[config.mk]
export PLATFORM = sky130hd
export DESIGN_NAME = cal_pulse_gen
export DESIGN_NICKNAME = d
export VERILOG_FILES = /design/src/rtl/cal_pkg.sv /design/src/rtl/cal_thresh_sel.sv /design/src/rtl/cal_accum.sv /design/src/rtl/cal_width.sv /design/src/rtl/cal_pulse_gen.sv
export SDC_FILE = /design/constraint.sdc
export NUM_CORES = 1
export LEC_CHECK = 0
export BUFFER_PORTS_ARGS = -buffer_cell sky130_fd_sc_hd__clkbuf_2
export CAP_MARGIN = 10
export CORE_ASPECT_RATIO = 1.75
export CORE_UTILIZATION = 33
export DETAILED_ROUTE_END_ITERATION = 12
export PLACE_DENSITY = 0.5
export SYNTH_ARGS = -nofsm -noshare
export SYNTH_HDL_FRONTEND = slang
export SYNTH_SLANG_ARGS = --single-unit
export TNS_END_PERCENT = 20
[constraint.sdc]
create_clock -name clk -period 12.1 [get_ports clk]
set_input_delay 0 -clock clk [delete_from_list [all_inputs] [get_ports clk]]
set_output_delay 0 -clock clk [all_outputs]
set_load 0.1 [all_outputs]
[src/rtl/cal_pkg.sv]
package cal_pkg;
  // right-shift applied to the base threshold for each {scale, rate} code
  function automatic int unsigned rate_shift(input logic scale, input logic [1:0] rate);
    unique case ({scale, rate})
      3'b100:  return 7;
      3'b000:  return 6;
      3'b101:  return 6;
      3'b001:  return 5;
      3'b110:  return 5;
      3'b010:  return 4;
      3'b111:  return 4;
      default: return 11;
    endcase
  endfunction

  function automatic logic is_fast(input logic scale, input logic [1:0] rate);
    return (!scale && rate == 2'b11);
  endfunction
endpackage

[src/rtl/cal_thresh_sel.sv]
module cal_thresh_sel
  import cal_pkg::*;
#(
  parameter int ACC_W    = 32,
  parameter int BASE_THR = 1 << 20
) (
  input  logic             scale_sel,
  input  logic [1:0]       rate_sel,
  output logic [ACC_W-1:0] thr,
  output logic             hs_mode
);
  localparam logic [ACC_W-1:0] BASE = ACC_W'(BASE_THR);
  logic [ACC_W-1:0] shifted;

  always_comb begin
    shifted = BASE >> rate_shift(scale_sel, rate_sel);
    thr     = (shifted == '0) ? ACC_W'(1) : shifted;
    hs_mode = is_fast(scale_sel, rate_sel);
  end
endmodule

[src/rtl/cal_accum.sv]
module cal_accum #(
  parameter int DATA_W = 24,
  parameter int ACC_W  = 32
) (
  input  logic              clk,
  input  logic              rst_n,
  input  logic              clr,
  input  logic              take,
  input  logic [DATA_W-1:0] sample,
  input  logic              allow,
  input  logic [ACC_W-1:0]  thr,
  output logic              issue,
  output logic              issue_neg
);
  logic signed [ACC_W-1:0] acc_q, thr_s, ext, adj;
  logic pos, neg;

  always_comb begin
    thr_s = $signed(thr);
    ext   = take ? $signed({{(ACC_W-DATA_W){sample[DATA_W-1]}}, sample}) : '0;
    pos   = allow && (acc_q >= thr_s);
    neg   = allow && !pos && (acc_q <= -thr_s);
    adj   = pos ? -thr_s : (neg ? thr_s : '0);
    issue     = pos | neg;
    issue_neg = neg;
  end

  always_ff @(posedge clk or negedge rst_n) begin
    if (!rst_n)   acc_q <= '0;
    else if (clr) acc_q <= '0;
    else          acc_q <= acc_q + ext + adj;
  end
endmodule

[src/rtl/cal_width.sv]
module cal_width #(
  parameter int WIDE_CYC = 9000,
  parameter int HS_CYC   = 4
) (
  input  logic clk,
  input  logic rst_n,
  input  logic clr,
  input  logic issue,
  input  logic issue_neg,
  input  logic hs_mode,
  output logic cal_pulse,
  output logic rev_flag
);
  localparam int SAT   = 2 * WIDE_CYC;
  localparam int CNT_W = $clog2(SAT + 1);
  localparam logic [CNT_W-1:0] SAT_V  = CNT_W'(SAT);
  localparam logic [CNT_W-1:0] WIDE_V = CNT_W'(WIDE_CYC);
  localparam logic [CNT_W-1:0] HS_V   = CNT_W'(HS_CYC);

  logic [CNT_W-1:0] per_q, rem_q, width_c, half_c;
  logic pulse_q, rev_q;

  always_comb begin
    half_c = per_q >> 1;
    if (hs_mode)           width_c = HS_V;
    else if (per_q < SAT_V) width_c = (half_c == '0) ? CNT_W'(1) : half_c;
    else                   width_c = WIDE_V;
  end

  always_ff @(posedge clk or negedge rst_n) begin
    if (!rst_n) begin
      per_q <= SAT_V; rem_q <= '0; pulse_q <= 1'b0; rev_q <= 1'b0;
    end else if (clr) begin
      per_q <= SAT_V; rem_q <= '0; pulse_q <= 1'b0; rev_q <= 1'b0;
    end else begin
      if (issue) begin
        pulse_q <= 1'b1;
        rem_q   <= width_c - CNT_W'(1);
        rev_q   <= issue_neg;
      end else if (pulse_q) begin
        if (rem_q == '0) pulse_q <= 1'b0;
        else             rem_q   <= rem_q - CNT_W'(1);
      end
      if (issue)             per_q <= CNT_W'(1);
      else if (per_q < SAT_V) per_q <= per_q + CNT_W'(1);
    end
  end

  assign cal_pulse = pulse_q;
  assign rev_flag  = rev_q;
endmodule

[src/rtl/cal_pulse_gen.sv]
module cal_pulse_gen #(
  parameter int DATA_W   = 24,
  parameter int ACC_W    = 32,
  parameter int BASE_THR = 1 << 20,
  parameter int CLK_HZ   = 100_000_000
) (
  input  logic              clk,
  input  logic              rst_n,
  input  logic [DATA_W-1:0] pwr_data,
  input  logic              pwr_valid,
  output logic              pwr_ready,
  input  logic [1:0]        rate_sel,
  input  logic              scale_sel,
  input  logic              supply_ok,
  input  logic              creep_ok,
  output logic              cal_pulse,
  output logic              rev_flag
);
  localparam int WIDE_CYC = CLK_HZ / 1000 * 90;
  localparam int HS_RAW   = CLK_HZ / 1000 * 35 / 1000;
  localparam int HS_CYC   = (HS_RAW < 1) ? 1 : HS_RAW;

  logic [ACC_W-1:0] thr;
  logic hs_mode, issue, issue_neg;

  assign pwr_ready = 1'b1;

  cal_thresh_sel #(.ACC_W(ACC_W), .BASE_THR(BASE_THR)) u_thr (
    .scale_sel(scale_sel), .rate_sel(rate_sel), .thr(thr), .hs_mode(hs_mode)
  );

  cal_accum #(.DATA_W(DATA_W), .ACC_W(ACC_W)) u_acc (
    .clk(clk), .rst_n(rst_n), .clr(!supply_ok),
    .take(pwr_valid && creep_ok && supply_ok), .sample(pwr_data),
    .allow(creep_ok && supply_ok && !cal_pulse), .thr(thr),
    .issue(issue), .issue_neg(issue_neg)
  );

  cal_width #(.WIDE_CYC(WIDE_CYC), .HS_CYC(HS_CYC)) u_wid (
    .clk(clk), .rst_n(rst_n), .clr(!supply_ok), .issue(issue),
    .issue_neg(issue_neg), .hs_mode(hs_mode),
    .cal_pulse(cal_pulse), .rev_flag(rev_flag)
  );
endmodule

# Word-level counts from Yosys, hierarchy flattened

Cells that the tools add are included.

Bits of input ports: 32
Register bits after elaboration: 84
Logic and storage cells: 69

$lt $le $gt $ge: 3
Reduce and logical (&&, ||, !) cells: 19
Bitwise logic cells: 1
Multiplexer cells: 22
Add/sub/neg operators: 7
Equal/unequal tests: 11
Shift operators: 1

Operators by type and width:

| kind                  | number |
|---|---|
| $mux 25               | 9 |
| $mux 32               | 5 |
| $add 32x32->32        | 2 |
| $neg 32->32           | 2 |
| $logic_not 25->1      | 2 |
| $sub 25x1->25 const B | 2 |
| $ge 32x32->1          | 1 |
| $le 32x32->1          | 1 |
| $logic_not 32->1      | 1 |
| $shr 21x4->32 const A | 1 |
| $add 25x1->25 const B | 1 |
| $lt 25x25->1 const B  | 1 |
| $mux 24               | 1 |
| $pmux 4 s4            | 1 |
| $eq 3x3->1 const B    | 4 |
| $logic_and 1x1->1     | 8 |
| $mux 1                | 6 |
| $ne 3x1->1 const B    | 2 |
| $reduce_or 2->1       | 3 |
| $eq 3x1->1 const B    | 1 |
| $eq 3x2->1 const B    | 1 |
| $logic_not 1->1       | 3 |
| $logic_not 3->1       | 1 |
| $ne 3x3->1 const B    | 1 |
| other kinds (4)       | 4 |

# Logic depth before layout (Yosys ltp)

Gate-level depths: netlist (run 1).

Depth in word-level cells: 15
Depth in mapped cells: 30

# By module

Synthesis (run 1) repeated with hierarchy kept, for this count alone.

Cell total of the unflattened synthesis: 1,157
Area, all modules: 9,609.2 sq um

Modules (own cells, without submodules):

| module         | cells each | area an instance (sq um) | sequential area each (sq um) | instances |
|---|---|---|---|---|
| cal_accum      | 684        | 5,716.7                  | 800.8                        | 1 |
| cal_width      | 430        | 3,599.7                  | 1,310.0                      | 1 |
| cal_thresh_sel | 38         | 262.8                    | 0.0                          | 1 |
| cal_pulse_gen  | 5          | 30.0                     | 0.0                          | 1 |

# Least setup slack after synthesis (run 1)

OpenSTA, ideal clock, no wires.

Path type: input to register
Start point: input port rate_sel[1]
End point: register u_acc.acc_q[28]
Setup time: 0.132 ns
Arrival: 5.521 ns
Path buffers: 6
Stages: 28
Slack: 6.447 ns
Cell sequence: nand2_1 nor2_1 inv_1 clkbuf_1 ha_1 nand4_1 or4_1 o221a_1 and4_4 buf_6 a21oi_4 buf_4 buf_4 buf_2 buf_2 nand2_1 fa_1 inv_1 ha_1 a21oi_1 nand2_1 a41oi_1 or4_1 a31o_2 a211oi_1 o22ai_1 xor2_1 nor2_1

Longest elaborated chain between the ends: 15

Ends and longest elaborated chain:

| element                                                             | line                 | text |
|---|---|---|
| start, declared                                                     | cal_pulse_gen.sv:12  | `input logic [1:0] rate_sel,` |
| $eq 3x2->1 (tied with other cells)                                  | cal_pkg.sv:4         | `unique case ({scale, rate})` |
| $reduce_or 2->1 (no source line)                                    | --                   |  |
| $pmux 4 s4 (*)                                                      | cal_pkg.sv:4         |  |
| $shr 21x4->32 (*)                                                   | cal_thresh_sel.sv:16 | `shifted = BASE >> rate_shift(scale_sel, rate_sel);` |
| $logic_not 32->1                                                    | cal_thresh_sel.sv:17 | `thr = (shifted == '0) ? ACC_W'(1) : shifted;` |
| $mux 32 (*)                                                         | cal_thresh_sel.sv:17 |  |
| parallel branches: the longest is 6 deep, another holds $neg 32->32 | --                   |  |
| $mux 32 (*)                                                         | cal_accum.sv:23      | `adj = pos ? -thr_s : (neg ? thr_s : '0);` |
| $add 32x32->32 (*)                                                  | cal_accum.sv:31      | `else acc_q <= acc_q + ext + adj;` |
| $mux 32 (*)                                                         | cal_accum.sv:30      | `else if (clr) acc_q <= '0;` |
| end signal, assigned                                                | cal_accum.sv:31      |  |
| end, declared                                                       | cal_accum.sv:15      | `logic signed [ACC_W-1:0] acc_q, thr_s, ext, adj;` |

Mark *: on every way between the ends.
A chain may end at the register's enable or synchronous reset.

# Final worst setup path (run 1)

Start point: register u_acc.acc_q[7]
End point: register u_acc.acc_q[31]

Longest elaborated chain between the ends: 9

Ends and longest elaborated chain:

| element                         | line            | text |
|---|---|---|
| $ge 32x32->1                    | cal_accum.sv:21 | `pos = allow && (acc_q >= thr_s);` |
| $logic_and 1x1->1               | cal_accum.sv:21 |  |
| $logic_not 1->1                 | cal_accum.sv:22 | `neg = allow && !pos && (acc_q <= -thr_s);` |
| $logic_and 1x1->1 (2 in series) | cal_accum.sv:22 |  |
| $mux 32 (2 in series)           | cal_accum.sv:23 |  |
| $add 32x32->32 (*)              | cal_accum.sv:31 |  |
| $mux 32 (*)                     | cal_accum.sv:30 |  |

Every way passes the cells marked *; elsewhere a longest branch is shown, timed or not.

==> out/metrics.cfg, run 1 <==
[route]
drc=0
wl_um=23900
drt-pass1-iter-count=5
vias_per_cell=5.30
ant_nets=0
drtIter0Drc=228
wl_per_cell_um=17.6
num_vias=7191

[cells_and_area]
fillers=2597
nets=1166
antenna_cells=0
drive_above_1_share_pct=8.29
area.growth.synth_to_final_pct=10.4

[synth]
async_reset_ff_share_pct=100
ys_types=65
ys.flop_type=dfrtp_1
synth-edff-count=0
syn_avg_cell_area_um2=7.99
ys_seq_area_share_pct=26.0
ys.warnings.count=0
syn_area_um2=8130
syn_inst=1017
ys_seq_elements=84

[clocking]
cts.reportedPaths.clkPinSlew_ps=70
cts_resized=0
cts_tree=built
cts_setup_buffers=0
cts.sinks=84
h-tree-depth=3
clkLatencyLatePin_ps=370
clockBufferDepth=2
root_buffer=clkbuf_16
cts_buffers=9

[run]
maxCapViolCount=0

[global_route]
gr-usage-all-layers_pct=20.1
grt_pass1_vias=7614
grt_pass1_wl_um=38900
grt_max_degree=63
antenna_found_initial=0
grt-ovfl-total=0

[hold_path]
hold_path_class=in2reg

[setup_path]
cp.required_ps=12340
end_kind=flip-flop
startpoint_type=flip-flop
cp_cell_sequence=or4_1 -> or4_1 -> o221a_1 -> and4_4 -> a21oi_4 -> buf_4 -> nand2_1 -> fa_1 -> inv_1 -> ha_1 -> o21a_1 -> o21a_1 -> o21ai_0 -> a21oi_1 -> o211ai_1 -> a2111oi_0 -> nor3_1 -> o21ai_0 -> xnor2_1 -> nor2_1
crit_fanout=50
cpPeakStageDelay_ps=600
critical_path_arrival_ps=5820
crit_family=simple AND/OR/NAND/NOR gates
cp_slowest_cell=or4_1
crit_type=reg2reg
crit_buf_inv=2

[timing]
setup_violations=0
relSlewSlack_pct=34.8
layout_min_cycle_time_ps=5580
hold_viol=0
fmaxAchievable_ghz=0.179
clock_skew_ps=10.7
setup-tns-final_ps=0
finalCritPeriodShare_pct=46.1
setup_ws_ps=6520
rsz0062_at_grt=false
maxSlewViolCount=0
tightest_slew_ps=975

[pwr]
power.leakage_nw=4.26
ir_drop_uv=101
power.density_nw_per_um2=197

[floorplanning]
core_area_um2=24100
fp.dieArea_um2=25300
start_util_pct=33.7
dieWidth_um=121
std_cell_rows=75
die_y_um=210
ios=35

[place]
place_congestion=0.835
io_buffers=33
post-place-ws_ps=6200
hpwl_um=18600

[run_status]
status=complete, no violations

-- worst reg2reg max path: stages, from the launching register on --
cell and delay, ps:
dfrtp_1 380, or4_1 600, or4_1 520, o221a_1 260, and4_4 200, a21oi_4 150, buf_4 520, nand2_1 150
fa_1 530, inv_1 40, ha_1 340, o21a_1 190, o21a_1 160, o21ai_0 210, a21oi_1 110, o211ai_1 130
a2111oi_0 140, nor3_1 390, o21ai_0 190, xnor2_1 170, nor2_1 50
-- final cells by class --
cell class | count | area, um^2 | area share, %
clock inverters | 7 | 104 | 1.16
flip-flops and latches | 84 | 2110 | 23.5
repair buffers | 44 | 253 | 2.81
clock buffers | 9 | 225 | 2.51
well taps | 308 | 385 | 4.29
inverters | 108 | 405 | 4.52
multi-input cells | 798 | 5500 | 61.2
-- power by group --
| part | switching, mW | internal [mW] | total (mW) |
|---|---|---|---|
| sequential | 0.0905 | 0.355 | 0.446 |
| combinational | 0.618 | 0.380 | 0.999 |
| clock | 0.138 | 0.184 | 0.322 |
| total | 0.847 | 0.920 | 1.77 |
-- metal layers --
layer	vias up	part of all wire, %	global-route usage [%]
met2	103	56	39.2
met5	-	0	0
met3	55	1.9	2.55
met4	0	5.0	11.3
li1	3558	-	-
met1	3475	37	19.9
-- placed cells by master, fill, tap and decap left out, types with 32 or more instances in the layout --
cell type    n
a21oi_1     53
clkbuf_2    32
dfrtp_1     77
fa_1        32
ha_1        57
inv_1      107
nand2_1    126
nor2_1      95
o21ai_0     47
xor2_1      35
-- flip-flops by register name (all words and copies together), names as in the netlist --
register	count
u_wid.per_q	25
u_acc.acc_q	32
u_wid.rev_flag	1
u_wid.rem_q	25
u_wid.cal_pulse	1
-- Yosys cell counts (14+ instances only) --
cell type	count	area share, %
dfrtp_1	77	24
ha_1	57	8.8
nand4_1	26	2.0
fa_1	32	7.9
nor2_1	95	4.4
a21oi_1	53	3.3
nor3_1	25	1.5
xor2_1	35	3.8
mux2i_1	22	2.7
clkbuf_1	39	1.8
and3_1	14	1.1
a21o_1	17	1.6
o21ai_0	47	2.9
nand2_1	126	5.8
inv_1	107	4.9
xnor2_1	24	2.6
nand3_1	30	1.8
-- repair_timing --
item,4_1_cts,5_1_grt
hold buffers,1,0
hold endpoints to repair,22,0
setup endpoints to repair,0,0
-- final timing paths --
path	start	end	slack (ps)	cells past startpoint
min in group asynchronous	rst_n	u_acc.acc_q[22]$_DFF_PN0_	80	2
max	u_acc.acc_q[7]$_DFF_PN0_	u_acc.acc_q[31]$_DFF_PN0_	6520	20
min reg2reg	u_wid.rem_q[21]$_DFFE_PN0P_	u_wid.rem_q[21]$_DFFE_PN0P_	550	2
max reg2reg	u_acc.acc_q[7]$_DFF_PN0_	u_acc.acc_q[31]$_DFF_PN0_	6520	20
min	pwr_data[0]	u_acc.acc_q[0]$_DFF_PN0_	9	4
max in group asynchronous	rst_n	u_acc.acc_q[2]$_DFF_PN0_	10830	3
-- logic make-up after synthesis --
| family | after synthesis | share of synthesized area, % |
|---|---|---|
| other | 2 | 0.0924 |
| xor gates and xnor gates | 59 | 6.36 |
| adders and majority gates | 89 | 16.7 |
| AOI/OAI and AO/OA | 211 | 17.0 |
| and+or+nand+nor | 388 | 22.9 |
| buffers and inverters | 156 | 7.53 |
| DFF | 84 | 26.0 |
| muxes | 28 | 3.54 |
-- metrics by stage --
step	total power, mW	util (%)	cell area (um^2)	hold WS, ps	instances
floorplan	1.19	-	8210	-296	1038
global placement	1.45	35.8	8640	-67.1	1341
detailed placement	1.45	35.8	8640	-66.1	1341
CTS	1.79	37.2	8980	11.2	1358
global route	1.92	37.2	8980	25.7	1358
finish	1.77	37.2	8980	9.09	1358
(Power assumes the default switching activity.)
==> run 2, diff against run 1 <==
Settings changed: ABC_AREA from default to 1.
Clock period 12.1 ns to 5.44 ns, I/O delays scaled along.
==> run 2 against run 1 <==
  * Synthesized cell count up 25%
  * Clock skew grew 1.5 ps
  * Sequential power rose by 120%
  * Worst hold slack better by 29 ps
  * Combinational power grew to 2.8 times the previous value
  * Synthesized area rose by 5.4%
  * Setup slack lost 5700 ps
  * Non-clock buffer count is 1 higher
  * Via count is 15% higher
  * First-iteration DRC count up 63%
  * Clock power grew 120%
  * Critical path type unchanged
==> out/metrics.cfg, run 2 <==
[run_status]
status=complete, no violations

[route]
wl_um=27300
drc=0
vias_per_cell=5.01
drtIter0Drc=371
wl_per_cell_um=16.6
drt-pass1-iter-count=4
ant_nets=0
num_vias=8238

[floorplanning]
std_cell_rows=77
fp.dieArea_um2=26600
core_area_um2=25300
start_util_pct=33.8
dieWidth_um=124
die_y_um=215
ios=35

[synth]
async_reset_ff_share_pct=100
ys_seq_elements=84
yosysMostFrequentCell=nand2_1
syn_avg_cell_area_um2=6.73
netlist.area_leader.share_pct=22.5
ys_seq_area_share_pct=24.6
ys.flop_type=dfrtp_1
yosysTopAreaCell=dfrtp_1
yosys-top-cells-area=dfrtp_1 (22%), nand2_1 (13%), inv_1 (9.9%)
syn_area_um2=8570
synth_top_family_by_area=simple AND/OR/NAND/NOR gates
yosys-top-cells-count=nand2_1 (304), inv_1 (226), nor2_1 (116), nand3_1 (85), dfrtp_1 (77)
synth_compound_area_share_pct=13.1
ys.warnings.count=0
synth.area.mux_share_pct=0
yosys.area_share.xor_xnor_pct=1.94
yosys.area_share.adder_pct=15.8
yosys.area_share.simple_pct=32.0
ys_types=47
synth-edff-count=0
syn_inst=1274

[cells_and_area]
layout_commonest_cell=nand2_1
largest_reg_flops=32
final_cell_mix=nand2_1 (304), inv_1 (226), nor2_1 (116), nand3_1 (85), dfrtp_1 (77)
top_regs=u_acc.acc_q: 32 flops, u_wid.per_q: 25 flops, u_wid.rem_q: 25 flops
nets=1444
design_area_um2=9430
drive_above_1_share_pct=9.49
largest-register=u_acc.acc_q
final_util_pct=37.2
antenna_cells=0
area.growth.synth_to_final_pct=10.0

[global_route]
grt_pass1_vias=8569
gr-usage-all-layers_pct=22.0
grt_max_degree=56
grt_pass1_wl_um=43700
antenna_found_initial=0
grt_use_met3_pct=2.20
grt-ovfl-total=0
use_met2_pct=43.4
busiest_layer=met2
use_met1_pct=20.8

[clocking]
cts_tree=built
root_buffer=clkbuf_16
cts_buffers=9
cts.reportedPaths.clkPinSlew_ps=70
cts_resized=0
cts_setup_buffers=0
clockBufferDepth=2
hold_buffers=1
cts.sinks=84
clkLatencyLatePin_ps=370
h-tree-depth=3

[setup_path]
crit_type=reg2reg
cp.required_ps=5700
critical_path_arrival_ps=4910
startpoint_type=flip-flop
end_kind=flip-flop
crit_fanout=12

[timing]
finalCritPeriodShare_pct=85.5
layout_min_cycle_time_ps=4650
rsz0062_at_grt=false
clock_skew_ps=12.2
relSlewSlack_pct=41.3
hold_viol=0
holdWs_ps=38.1
tightest_slew_ps=879
maxSlewViolCount=0
fmaxAchievable_ghz=0.215
setup-tns-final_ps=0
setup_violations=0

[pwr]
power.leakage_nw=4.97
power_mw=4.44
ir_drop_uv=167
power.density_nw_per_um2=470

[place]
io_buffers=33
place_congestion=0.925
placed_cell_area_um2=9110
hpwl_um=21900

[run]
maxCapViolCount=0

[hold_path]
hold_path_class=in2reg

==> run 2: worst max-delay path, stage by stage (launching register included) <==
cell and delay (ps):
dfrtp_1 410, ha_1 320, a21o_1 160, nor2_1 150, nand3_1 90, nand2_1 130, nand2_1 70, a21boi_0 200
nand2_2 120, nand2_4 190, nand2_1 100, fa_1 510, inv_1 40, ha_1 350, a21oi_1 230, o21ai_0 110
a21oi_1 140, inv_1 90, nand2_1 60, nand2_1 70, a21o_1 180, a21oi_1 200, o21ai_0 220, a21oi_1 240
nand2_1 70, nand2_1 60, nor2_1 40
==> run 2: worst paths after layout <==
kind	from	slack [ps]	to	cells after the start
max	u_acc.acc_q[15]$_DFF_PN0_	790	u_acc.acc_q[28]$_DFF_PN0_	26
min	pwr_data[0]	40	u_acc.acc_q[0]$_DFF_PN0_	4
max reg2reg	u_acc.acc_q[15]$_DFF_PN0_	790	u_acc.acc_q[28]$_DFF_PN0_	26
min reg2reg	u_wid.rev_flag$_DFFE_PN0P_	480	u_wid.rev_flag$_DFFE_PN0P_	2
max in group asynchronous	rst_n	4210	u_acc.acc_q[27]$_DFF_PN0_	3
min in group asynchronous	rst_n	100	u_wid.rem_q[11]$_DFFE_PN0P_	2
==> run 2: kinds of logic after synthesis <==
kind of cell | count (synthesis)
DFF | 84
adders and majority gates | 89
and+or+nand+nor | 616
other | 2
buffers and inverters | 263
AOI/OAI and AO/OA | 201
xor gates and xnor gates | 19
==> run 2: area by class of cell <==
type / instances / area [um^2]
inverters: 235 / 882
well taps: 316 / 395
clock inverters: 4 / 73.8
fillers: 2792 / 15900
multi-input cells: 948 / 5470
clock buffers: 12 / 236
repair buffers: 45 / 260
flip-flops and latches: 84 / 2110
==> run 2: through the flow <==
stage / instances / worst slack (ps)
6_report: 1644 / 791
5_1_grt: 1644 / 232
4_1_cts: 1644 / 786
3_5_place_dp: 1627 / 443
3_3_place_gp: 1627 / 551
2_1_floorplan: 1295 / 1010
==> run 2: per-layer routing <==
metal	wire, um	up-vias
met5	0	-
met4	1560	0
met3	485	75
met2	15700	131
met1	9540	3892
li1	-	4140
==> run 2: where the power goes <==
part,internal (mW),switching [mW]
combinational,0.861,1.89
sequential,0.809,0.179
clock,0.405,0.296
==> run 3, diff against run 2 <==
Settings changed: CORE_MARGIN from default to 5, CORE_UTILIZATION 33 to 36, PLACE_DENSITY 0.5 to 0.53.
==> run 3 against run 2 <==
  * Count of clock-buffer cells in the layout shrank 3
  * Sequential share of layout area is essentially flat
  * Non-clock buffer count grew 1
  * Flip-flop and latch count is the same
  * Cell count shrank 0.67%
  * Clock skew grew 0.84 ps
  * Critical endpoint is now u_acc.acc_q[27]$_DFF_PN0_
  * Largest power group unchanged
==> out/metrics.cfg, run 3 (synthesis results as in run 2) <==
[clocking]
cts_setup_buffers=0
clkLatencyLatePin_ps=370
clockBufferDepth=2
cts_tree=built
cts.reportedPaths.clkPinSlew_ps=70
h-tree-depth=3
root_buffer=clkbuf_16
cts_buffers=9
cts.sinks=84

[cells_and_area]
drive_above_1_share_pct=9.78
area.growth.synth_to_final_pct=10.1
largest_reg_flops=32
top_regs=u_acc.acc_q: 32 flops, u_wid.per_q: 25 flops, u_wid.rem_q: 25 flops
antenna_cells=0
layout_commonest_cell=nand2_1
nets=1445
final_cell_mix=nand2_1 (304), inv_1 (226), nor2_1 (116), nand3_1 (85), dfrtp_1 (77)
largest-register=u_acc.acc_q
design_area_um2=9430

[setup_path]
r2r_cells=26
r2r_start=u_acc.acc_q[15]$_DFF_PN0_
startpoint_type=flip-flop
cp.required_ps=5710
crit_type=reg2reg
ff2ff_setup_slack_ps=590
critical_path_arrival_ps=5120
r2r-end=u_acc.acc_q[27]$_DFF_PN0_
end_kind=flip-flop
crit_fanout=6

[global_route]
grt-ovfl-total=0
antenna_found_initial=0
gr-usage-all-layers_pct=20.5
grt_pass1_vias=8550
busiest_layer=met2
grt_use_met3_pct=2.24
grt_pass1_wl_um=43600
grt_max_degree=58
use_met2_pct=40.2
use_met1_pct=19.8

[timing]
fmaxAchievable_ghz=0.206
clock_skew_ps=13.0
rsz0062_at_grt=false
setup-tns-final_ps=0
layout_min_cycle_time_ps=4850
setup_violations=0
hold_viol=0
relSlewSlack_pct=42.9
tightest_slew_ps=854
finalCritPeriodShare_pct=89.1
maxSlewViolCount=0
setup_ws_ps=594

[hold_path]
holdPathEnd=u_acc.acc_q[0]$_DFF_PN0_
hold_depth=4
min-delay-start=pwr_data[0]
hold_path_class=in2reg

[route]
drt-pass1-iter-count=6
drc=0
drtIter0Drc=311
wl_um=27400
vias_per_cell=5.07
wl_per_cell_um=16.8
num_vias=8279
ant_nets=0

[floorplanning]
fp.dieArea_um2=27100
core_area_um2=23400
std_cell_rows=74
dieWidth_um=127
ios=35
start_util_pct=36.6
die_y_um=214

[place]
io_buffers=33
post-place-ws_ps=455
place_congestion=0.896
placed_cell_area_um2=9100
hpwl_um=22000

[pwr]
power_mw=4.45
ir_drop_uv=192
power.density_nw_per_um2=472
power.leakage_nw=4.98

[run]
maxCapViolCount=0

[run_status]
status=complete, no violations

==> run 3: cell types whose count changed in the layout (fill, tap and decap cells not counted) <==
cell / before / now
buf_4: 12 / 13
clkbuf_1: 3 / 0
clkinv_4: 0 / 2
clkinvlp_4: 0 / 1
==> run 3: final cells by class <==
cell class	count	area, um^2
clock inverters	7	98.8
clock buffers	9	225
inverters	235	882
repair buffers	46	268
well taps	304	380
flip-flops and latches	84	2110
fillers	2567	14000
multi-input cells	948	5470
==> run 3: critical path, stage by stage (launching register included) <==
cell      delay, ps
dfrtp_1         420
ha_1            320
nand2_1          70
nor2_1          210
nand4_1         140
nand3_1         100
nand2_1         100
a21oi_4         150
nand2_2         150
inv_1           240
nand2_1         130
fa_1            520
inv_1            50
ha_1            370
a21oi_1         170
inv_1            90
a31oi_1         190
a21boi_0        350
inv_1           160
nand2_1         100
nand2_1          90
nand2_1         120
o21a_1          110
inv_1            50
nand2_1          80
a21oi_1          70
nor2_1          200
==> run 3: what timing repair did <==
item / 4_1_cts / 5_1_grt
endpoints found under the setup margin: 0 / 0
resized for setup: 0 / 0
endpoints found under the hold margin: 27 / 0
hold buffers: 1 / 0
==> run 3: stage by stage <==
step	instances	utilization, %	hold slack [ps]
floorplan	1295	-	-296
global placement	1616	38.8	-20.2
detailed placement	1616	38.8	-20.6
CTS	1633	40.3	40.3
global route	1633	40.3	76.4
finish	1633	40.3	39.3
==> run 3: report_power, final <==
| part | switching (mW) | leakage [nW] | total, mW | internal [mW] |
|---|---|---|---|---|
| combinational | 1.89 | 3.70 | 2.75 | 0.865 |
| sequential | 0.185 | 1.12 | 0.994 | 0.809 |
| clock | 0.301 | 0.156 | 0.707 | 0.405 |
==> run 3: routing by layer <==
layer  wire (um)  part of all wire, %
met4        1640                  6.0
met2       15400                   56
met3         651                  2.4
met1        9710                   35
met5           0                    0
==> run 3: worst max path at each step <==
stage                         startpoint                        end  slack [ps]  cells after the start
3_3_place_gp                   scale_sel  u_acc.acc_q[27]$_DFF_PN0_         540                     30
5_1_grt                      rate_sel[1]  u_acc.acc_q[30]$_DFF_PN0_         270                     37
4_1_cts        u_acc.acc_q[15]$_DFF_PN0_  u_acc.acc_q[27]$_DFF_PN0_         610                     26
3_5_place_dp                 rate_sel[0]  u_acc.acc_q[28]$_DFF_PN0_         460                     32
6_report       u_acc.acc_q[15]$_DFF_PN0_  u_acc.acc_q[27]$_DFF_PN0_         590                     26
2_1_floorplan                rate_sel[1]  u_acc.acc_q[28]$_DFF_PN0_        1010                     32
